$ cat config.mk
export PLATFORM = sky130hd
export DESIGN_NAME = supply_guard
export DESIGN_NICKNAME = d
export VERILOG_FILES = /design/src/rtl/supply_guard.sv
export SDC_FILE = /design/constraint.sdc
export NUM_CORES = 1
export LEC_CHECK = 0
export BUFFER_PORTS_ARGS = -buffer_cell sky130_fd_sc_hd__buf_2
export CORE_UTILIZATION = 30
export CTS_CLUSTER_DIAMETER = 120
export DETAILED_ROUTE_END_ITERATION = 10
export SKIP_CTS_REPAIR_TIMING = 1
export SLEW_MARGIN = 20
export SYNTH_ARGS = -nofsm -noshare
export SYNTH_HDL_FRONTEND = slang
export SYNTH_SLANG_ARGS = --single-unit
export TNS_END_PERCENT = 5
$ cat constraint.sdc
create_clock -name clk -period 1.55 [get_ports clk]
set_input_delay 0.31 -clock clk [delete_from_list [all_inputs] [get_ports clk]]
set_output_delay 0.31 -clock clk [all_outputs]
set_load 0.005 [all_outputs]
$ cat src/rtl/supply_guard.sv
module supply_guard #(
  parameter int          FILT_CYCLES = 4,
  parameter int          POR_CYCLES  = 21504,
  parameter logic [7:0]  IRQ_VECTOR  = 8'h2B
) (
  input  logic       clk,
  input  logic       arst_n,
  input  logic       warn_low_i,
  input  logic       min_low_i,
  input  logic       bkp_low_i,
  input  logic       pfw_en_i,
  input  logic       irq_ack_i,
  input  logic       rst_line_i,
  output logic       rst_line_oe_o,
  output logic       cpu_rst_o,
  output logic       irq_o,
  output logic [7:0] irq_vec_o,
  output logic       bkp_n_o,
  output logic [2:0] state_o
);

  localparam int FW = $clog2(FILT_CYCLES + 1);
  localparam int PW = $clog2(POR_CYCLES + 1);
  localparam logic [FW-1:0] FILT_LAST = FW'(FILT_CYCLES - 1);
  localparam logic [PW-1:0] POR_LAST  = PW'(POR_CYCLES - 1);

  typedef enum logic [2:0] {
    S_NORMAL = 3'd0,
    S_WARN   = 3'd1,
    S_RESET  = 3'd2,
    S_BACKUP = 3'd3,
    S_POR    = 3'd4
  } state_t;

  state_t          state_q, state_d;
  logic [3:0]      sync1, sync2;
  logic [2:0]      flt;
  logic [FW-1:0]   fcnt [3];
  logic [FW-1:0]   xcnt;
  logic [1:0]      oe_hist;
  logic [PW-1:0]   por_cnt;
  logic            irq_q;
  logic            w_f, m_f, b_f, xmask, ext_det, rst_next;

  // two-flop synchronizer; bit 3 is "reset line seen low"
  always_ff @(posedge clk or negedge arst_n) begin
    if (!arst_n) begin
      sync1 <= '0;
      sync2 <= '0;
    end else begin
      sync1 <= {~rst_line_i, bkp_low_i, min_low_i, warn_low_i};
      sync2 <= sync1;
    end
  end

  // persistence filter per comparator
  for (genvar i = 0; i < 3; i++) begin : g_filt
    always_ff @(posedge clk or negedge arst_n) begin
      if (!arst_n) begin
        flt[i]  <= 1'b0;
        fcnt[i] <= '0;
      end else if (sync2[i] == flt[i]) begin
        fcnt[i] <= '0;
      end else if (fcnt[i] == FILT_LAST) begin
        flt[i]  <= sync2[i];
        fcnt[i] <= '0;
      end else begin
        fcnt[i] <= fcnt[i] + 1'b1;
      end
    end
  end

  assign w_f = flt[0];
  assign m_f = flt[1];
  assign b_f = flt[2];

  // external pull detection, blind while driving and two clocks after
  assign xmask   = rst_line_oe_o | (|oe_hist);
  assign ext_det = !xmask && sync2[3] && (xcnt == FILT_LAST);

  always_ff @(posedge clk or negedge arst_n) begin
    if (!arst_n) begin
      oe_hist <= 2'b11;
      xcnt    <= '0;
    end else begin
      oe_hist <= {oe_hist[0], rst_line_oe_o};
      if (xmask || !sync2[3])   xcnt <= '0;
      else if (xcnt != FILT_LAST) xcnt <= xcnt + 1'b1;
    end
  end

  always_comb begin
    state_d = state_q;
    unique case (state_q)
      S_NORMAL: if (ext_det) state_d = S_POR; else if (w_f) state_d = S_WARN;
      S_WARN:   if (ext_det) state_d = S_POR; else if (!w_f) state_d = S_NORMAL;
      S_RESET:  if (!m_f) state_d = S_POR;
      S_BACKUP: state_d = m_f ? S_RESET : S_POR;
      S_POR:    if (por_cnt == POR_LAST) state_d = w_f ? S_WARN : S_NORMAL;
      default:  state_d = S_NORMAL;
    endcase
    if (b_f)      state_d = S_BACKUP;
    else if (m_f) state_d = S_RESET;
  end

  assign rst_next = state_d inside {S_RESET, S_BACKUP, S_POR};

  always_ff @(posedge clk or negedge arst_n) begin
    if (!arst_n) begin
      state_q <= S_POR;
      por_cnt <= '0;
      irq_q   <= 1'b0;
    end else begin
      state_q <= state_d;
      por_cnt <= (state_q == S_POR && state_d == S_POR) ? por_cnt + 1'b1 : '0;
      if (state_d == S_WARN && state_q != S_WARN && pfw_en_i) irq_q <= 1'b1;
      else if (irq_ack_i || rst_next)                          irq_q <= 1'b0;
    end
  end

  assign cpu_rst_o     = state_q inside {S_RESET, S_BACKUP, S_POR};
  assign rst_line_oe_o = cpu_rst_o;
  assign bkp_n_o       = (state_q != S_BACKUP);
  assign irq_o         = irq_q;
  assign irq_vec_o     = irq_q ? IRQ_VECTOR : 8'h00;
  assign state_o       = state_q;

  p_min_holds_rst_r5: assert property (@(posedge clk) disable iff (!arst_n)
    m_f |=> cpu_rst_o);

  p_backup_flag_r6: assert property (@(posedge clk) disable iff (!arst_n)
    b_f |=> !bkp_n_o);

  p_irq_source_r3: assert property (@(posedge clk) disable iff (!arst_n)
    $rose(irq_q) |-> (state_q == S_WARN && $past(pfw_en_i)));

  p_irq_pending_r4: assert property (@(posedge clk) disable iff (!arst_n)
    (irq_q && !irq_ack_i && !m_f && !b_f && !ext_det) |=> irq_q);

  p_por_length_r8: assert property (@(posedge clk) disable iff (!arst_n)
    $fell(cpu_rst_o) |-> ($past(state_q) == S_POR && $past(por_cnt) == POR_LAST));

  p_ext_pull_r10: assert property (@(posedge clk) disable iff (!arst_n)
    (ext_det && !m_f && !b_f) |=> state_q == S_POR);

  p_state_code_r11: assert property (@(posedge clk) disable iff (!arst_n)
    state_o <= 3'd4);

endmodule

# After elaboration in Yosys (flattened, before gate mapping)
# Index checks and enable logic that the tools add are counted.
# op_classes
addsub	5
n_eq_ne	19
n_mux	21
bitwise_logic	5
n_reduce_logical	19
# op_table
op	count
2-to-1 mux 3 bit	15
== test 3 x 2 -> 1 bit (second input constant)	8
adder 15 x 1 -> 15 bit (second input constant)	1
== test 15 bit (second input constant)	1
2-to-1 mux 15 bit	1
adder 3 x 1 -> 3 bit (second input constant)	4
case mux 3 bit (4 select lines)	1
== test 3 x 1 -> 1 bit (second input constant)	2
== test 3 bit (second input constant)	2
2-to-1 mux 6 bit	1
!= test 3 x 2 -> 1 bit (second input constant)	2
AND reduction 2 bit	3
nonzero test 3 bit	2
logical AND 1 bit	5
inverter 1 bit	4
nonzero test 2 bit	2
OR reduction 2 bit	2
== test 1 bit	3
zero test 3 bit	1
2-to-1 mux 1 bit	3
!= test 3 x 1 -> 1 bit (second input constant)	1
zero test 1 bit	2
logical OR 1 bit	2
bitwise OR 1 bit	1
# totals
regBits	44
in_bits	8
word_cells	82

# Longest topological paths before layout
# logic_depth
depth_word	15
mapped_depth	7
depth_no_buf	6

# Worst setup path after synthesis
# No wires, ideal clock.
# synth_timing
path_type	register to register
from	reg xcnt[0]
to	reg irq_q, in the netlist irq_o
setup_ns	0.122
arrival_time_ns	1.425
setup_slack_ns	0.003
stages_incl_launch_ff	7
path_buffers	0
path_cell_list	dfrtp_1 -> ha_1 -> ha_1 -> nor4bb_1 -> nor4_1 -> a211o_1 -> o2bb2ai_1
# synth_between
elab_chain_cells	10
elab_cells_between_ends	17
cone_classes	eq/ne: 5; mux: 6; reduce/logical: 6
# synth_rtl
item	line_no	source
from (decl)	39	logic [FW-1:0] xcnt;
from (signal assigned)	88	else if (xcnt != FILT_LAST) xcnt <= xcnt + 1'b1;
== test 3 x 2 -> 1 bit (*)	79	assign ext_det = !xmask && sync2[3] && (xcnt == FILT_LAST);
logical AND 1 bit (*)	79	
2-to-1 mux 3 bit, on equally long branches	96, 95	
case mux 3 bit (4 select lines) (*)	94	unique case (state_q)
2-to-1 mux 3 bit (*)	103	else if (m_f) state_d = S_RESET;
2-to-1 mux 3 bit (*)	102	if (b_f) state_d = S_BACKUP;
named net state_d[0]	35	state_t state_q, state_d;
== test 3 x 2 -> 1 bit, or another cell as far along	106	assign rst_next = state_d inside {S_RESET, S_BACKUP, S_POR};
nonzero test 3 bit / logical AND 1 bit (equally long branches)	106, 116	
logical OR 1 bit / logical AND 1 bit (equally long branches)	117, 116	
nonzero test 2 bit (no line) / 2-to-1 mux 1 bit (equally long branches)	--	
to (signal assigned)	112	irq_q <= 1'b0;
to (signal assigned)	116	if (state_d == S_WARN && state_q != S_WARN && pfw_en_i) irq_q <= 1'b1;
to (signal assigned)	117	else if (irq_ack_i || rst_next) irq_q <= 1'b0;
to (decl)	42	logic irq_q;
# Mark *: on every way through the listed nets, which the timed path passes. The rest lies on a longest branch.
# A chain may end at the register's enable or synchronous reset.

# Final worst setup path
# layout_timing
from	reg state_q[2], in the netlist state_o[2]
to	out bkp_n_o
# layout_between
elab_chain_cells	1
# layout_rtl
item	line_no	source
from (decl)	35	
from (signal assigned)	114	state_q <= state_d;
!= test 3 x 2 -> 1 bit	123	assign bkp_n_o = (state_q != S_BACKUP);
to (decl)	18	output logic bkp_n_o,
# Every way passes these cells.

==> results.sh <==
export IMPL_diodes=0
export IMPL_totalWireLength_um=3048
export IMPL_grt_usage_pct=10.87
export IMPL_cp_required_ps=1240
export IMPL_ys_seq_area_share_pct=56.89
export IMPL_drc=0
export IMPL_ioPinCount=23
export IMPL_p_int_uw=2048
export IMPL_netlist_instances=163
export IMPL_die_width_um=82.46
export IMPL_start_util_pct=31.86
export IMPL_grt_max_degree=28
export IMPL_synth_async_sr_flop_share_pct=100.0
export IMPL_violations="negative setup slack"
export IMPL_syn_area_um2=1942
export IMPL_min_period_ps=1589
export IMPL_p_sw_share_pct=29.62
export IMPL_pwr_share_comb_pct=24.9
export IMPL_ys_ff_latch=44
export IMPL_clock_latency_ps=290
export IMPL_finalSetupViolCount=2
export IMPL_total_power_uw=2910
export IMPL_end_kind="output pin"
export IMPL_dpl_cell_area_um2=2153
export IMPL_htree_num_levels=2
export IMPL_clk_pin_slew_ps=80
export IMPL_drt_iter0_markers=69
export IMPL_yosysMostFrequentCell="dfrtp_1"
export IMPL_fmax_mhz=629.3
export IMPL_fillCellCount=595
export IMPL_synth_common_cells="dfrtp_1, nor2_1, xnor2_1, buf_4, inv_1"
export IMPL_clock_root_buffer="clkbuf_8"
export IMPL_num_vias=1199
export IMPL_yosys_warnings=0
export IMPL_hold_viol_final=0
export IMPL_drt_vias_per_instance=4.424
export IMPL_critPathArrivalTime_ps=1280
export IMPL_dieArea_um2=6799
export IMPL_power_density_nw_per_um2=1246
export IMPL_fin_setup_tns_ps=-50.08
export IMPL_row_count=28
export IMPL_finalCritPeriodShare_pct=102.5
export IMPL_setup_ws_ps=-38.94
export IMPL_synth_edff_count=0
export IMPL_synth_area_leaders="dfrtp_1, xnor2_1, nor2_1"
export IMPL_ir_drop_uv=623.5
export IMPL_seqPwrFrac_pct=52.1
export IMPL_rsz0062_at_grt="true"
export IMPL_fin_skew_ps=7.327
export IMPL_critical_path_class="reg -> out"
export IMPL_crit_chain="buf_4, or3_1, buf_2"
export IMPL_antenna_found_initial=0
export IMPL_grt_overflow=0
export IMPL_status="finished, violations left"
export IMPL_cts_sinks=44
export IMPL_hold_path_class="in -> reg"
export IMPL_clock_path_buffers=2
export IMPL_crit_path_max_fanout=8
export IMPL_yosysTopAreaCell="dfrtp_1"
export IMPL_grt_pass1_vias=1219
export IMPL_synth_ff_type="dfrtp_1"
export IMPL_dr_pass1_iters=3
export IMPL_drive_gt1_share_pct=30.10
export IMPL_ant_nets=0
export IMPL_nNetsFinal=209
export IMPL_io_buffers=18
export IMPL_grt_pass1_wl_um=5402
export IMPL_core_area_um2=6096
export IMPL_cts_tree="yes"
export IMPL_final_instance_count_excl_fill=271
export IMPL_timing_hold_ws_ps=125.1
export IMPL_clock_power_share_pct=23.0
export IMPL_switchingPower_uw=861.7
export IMPL_slowest_stage="dfstp_2"
export IMPL_final_area_um2=2335
export IMPL_cts_buffers=5
export IMPL_syn_to_final_growth_pct=20.23
export IMPL_syn_area_per_cell_um2=11.91
export IMPL_drv_cap=0
export IMPL_drv_slew=0
export IMPL_dpl_cell_count=261
export IMPL_die_h_um=82.46
export IMPL_cp_start_kind="flop"
export IMPL_cp_slowest_stage_delay_ps=390
export IMPL_synth_top_area_share_pct=52.84
export IMPL_wl_per_cell_um=11.25
export IMPL_dp_hpwl_um=2197
export IMPL_gp_congestion=0.7708
export IMPL_synthDistinctLibCells=39
export IMPL_p_leak_uw=0.001029
state kept, by name, indices dropped and copies added, names as in the netlist:
| name | count |
|---|---|
| xcnt | 3 |
| state_o | 3 |
| b_f | 1 |
| irq_o | 1 |
| sync2 | 4 |
| m_f | 1 |
| oe_hist | 2 |
| sync1 | 4 |
| por_cnt | 15 |
| w_f | 1 |
| fcnt | 9 |
metal layers:
layer	share of wire, %	vias up	track usage [%]
li1	-	600	-
met1	50	571	13.75
met2	44	23	16.61
met3	4.4	5	3.297
met4	1.8	0	5.789
met5	0	-	0
critical path: cells and delay by family, from the launching register on:
family / cells / cell delay, ps
buffers and inverters: 2 / 290
AND/OR/NAND/NOR: 1 / 310
flip-flops: 1 / 390
metrics by stage:
step	setup WS (ps)	util [%]
after floorplan	3.294	-
after global routing	-111.6	38.30
final	-38.94	38.30
after detailed placement	-80.94	35.32
after global placement	37.29	35.32
after CTS	-116.3	36.66
cells by family after synthesis:
group | Yosys count | share of synthesized area (%)
AND/OR/NAND/NOR | 65 | 20.04
flip-flops | 44 | 56.89
buffers and inverters | 19 | 6.378
XOR/XNOR | 17 | 7.667
AO/OA/AOI/OAI | 7 | 2.706
adder cells (fa/ha/maj) | 6 | 3.866
multiplexers | 4 | 2.255
other | 1 | 0.1931
layout make-up:
cell class / count / area (um2) / share of cell area [%]
Timing Repair Buffer: 33 / 221.5 / 9.486
Multi-Input combinational cell: 103 / 802.0 / 34.35
Clock buffer: 7 / 76.32 / 3.269
Clock inverter: 1 / 5.005 / 0.2144
Tap cell: 75 / 93.84 / 4.019
Inverter: 8 / 30.03 / 1.286
Sequential cell: 44 / 1106 / 47.37
path summary, 6_finish.rpt:
path	to	slack, ps	cells after the start	start
worst min-delay path	sync1[1]	130	1	min_low_i
min in group asynchronous	por_cnt[14]	490	2	arst_n
max in group asynchronous	por_cnt[8]	580	3	arst_n
worst max-delay path	bkp_n_o	-40	3	state_o[2]
worst max register to register	irq_o	-10	6	xcnt[0]
worst min register to register	sync2[2]	350	0	sync1[2]
cell usage in the layout (no fill, tap or decap), drive strengths merged, types with 5 or more instances in the layout:
cell type  count
buf           32
dfrtp         41
xnor2         11
xor2           6
nor2b          5
nor2          24
clkbuf         7
inv            8
ha             6
power groups by stage:
| stage | Clock (uW) | Combinational, uW | Sequential, uW |
|---|---|---|---|
| finish | 669 | 725 | 1520 |
| global route | 750 | 842 | 1550 |
| CTS | 708 | 686 | 1490 |
| detailed placement | 0 | 681 | 1510 |
| global placement | 0 | 666 | 1510 |
| floorplan | 0 | 451 | 1510 |
Power figures use the tool's default switching activity.
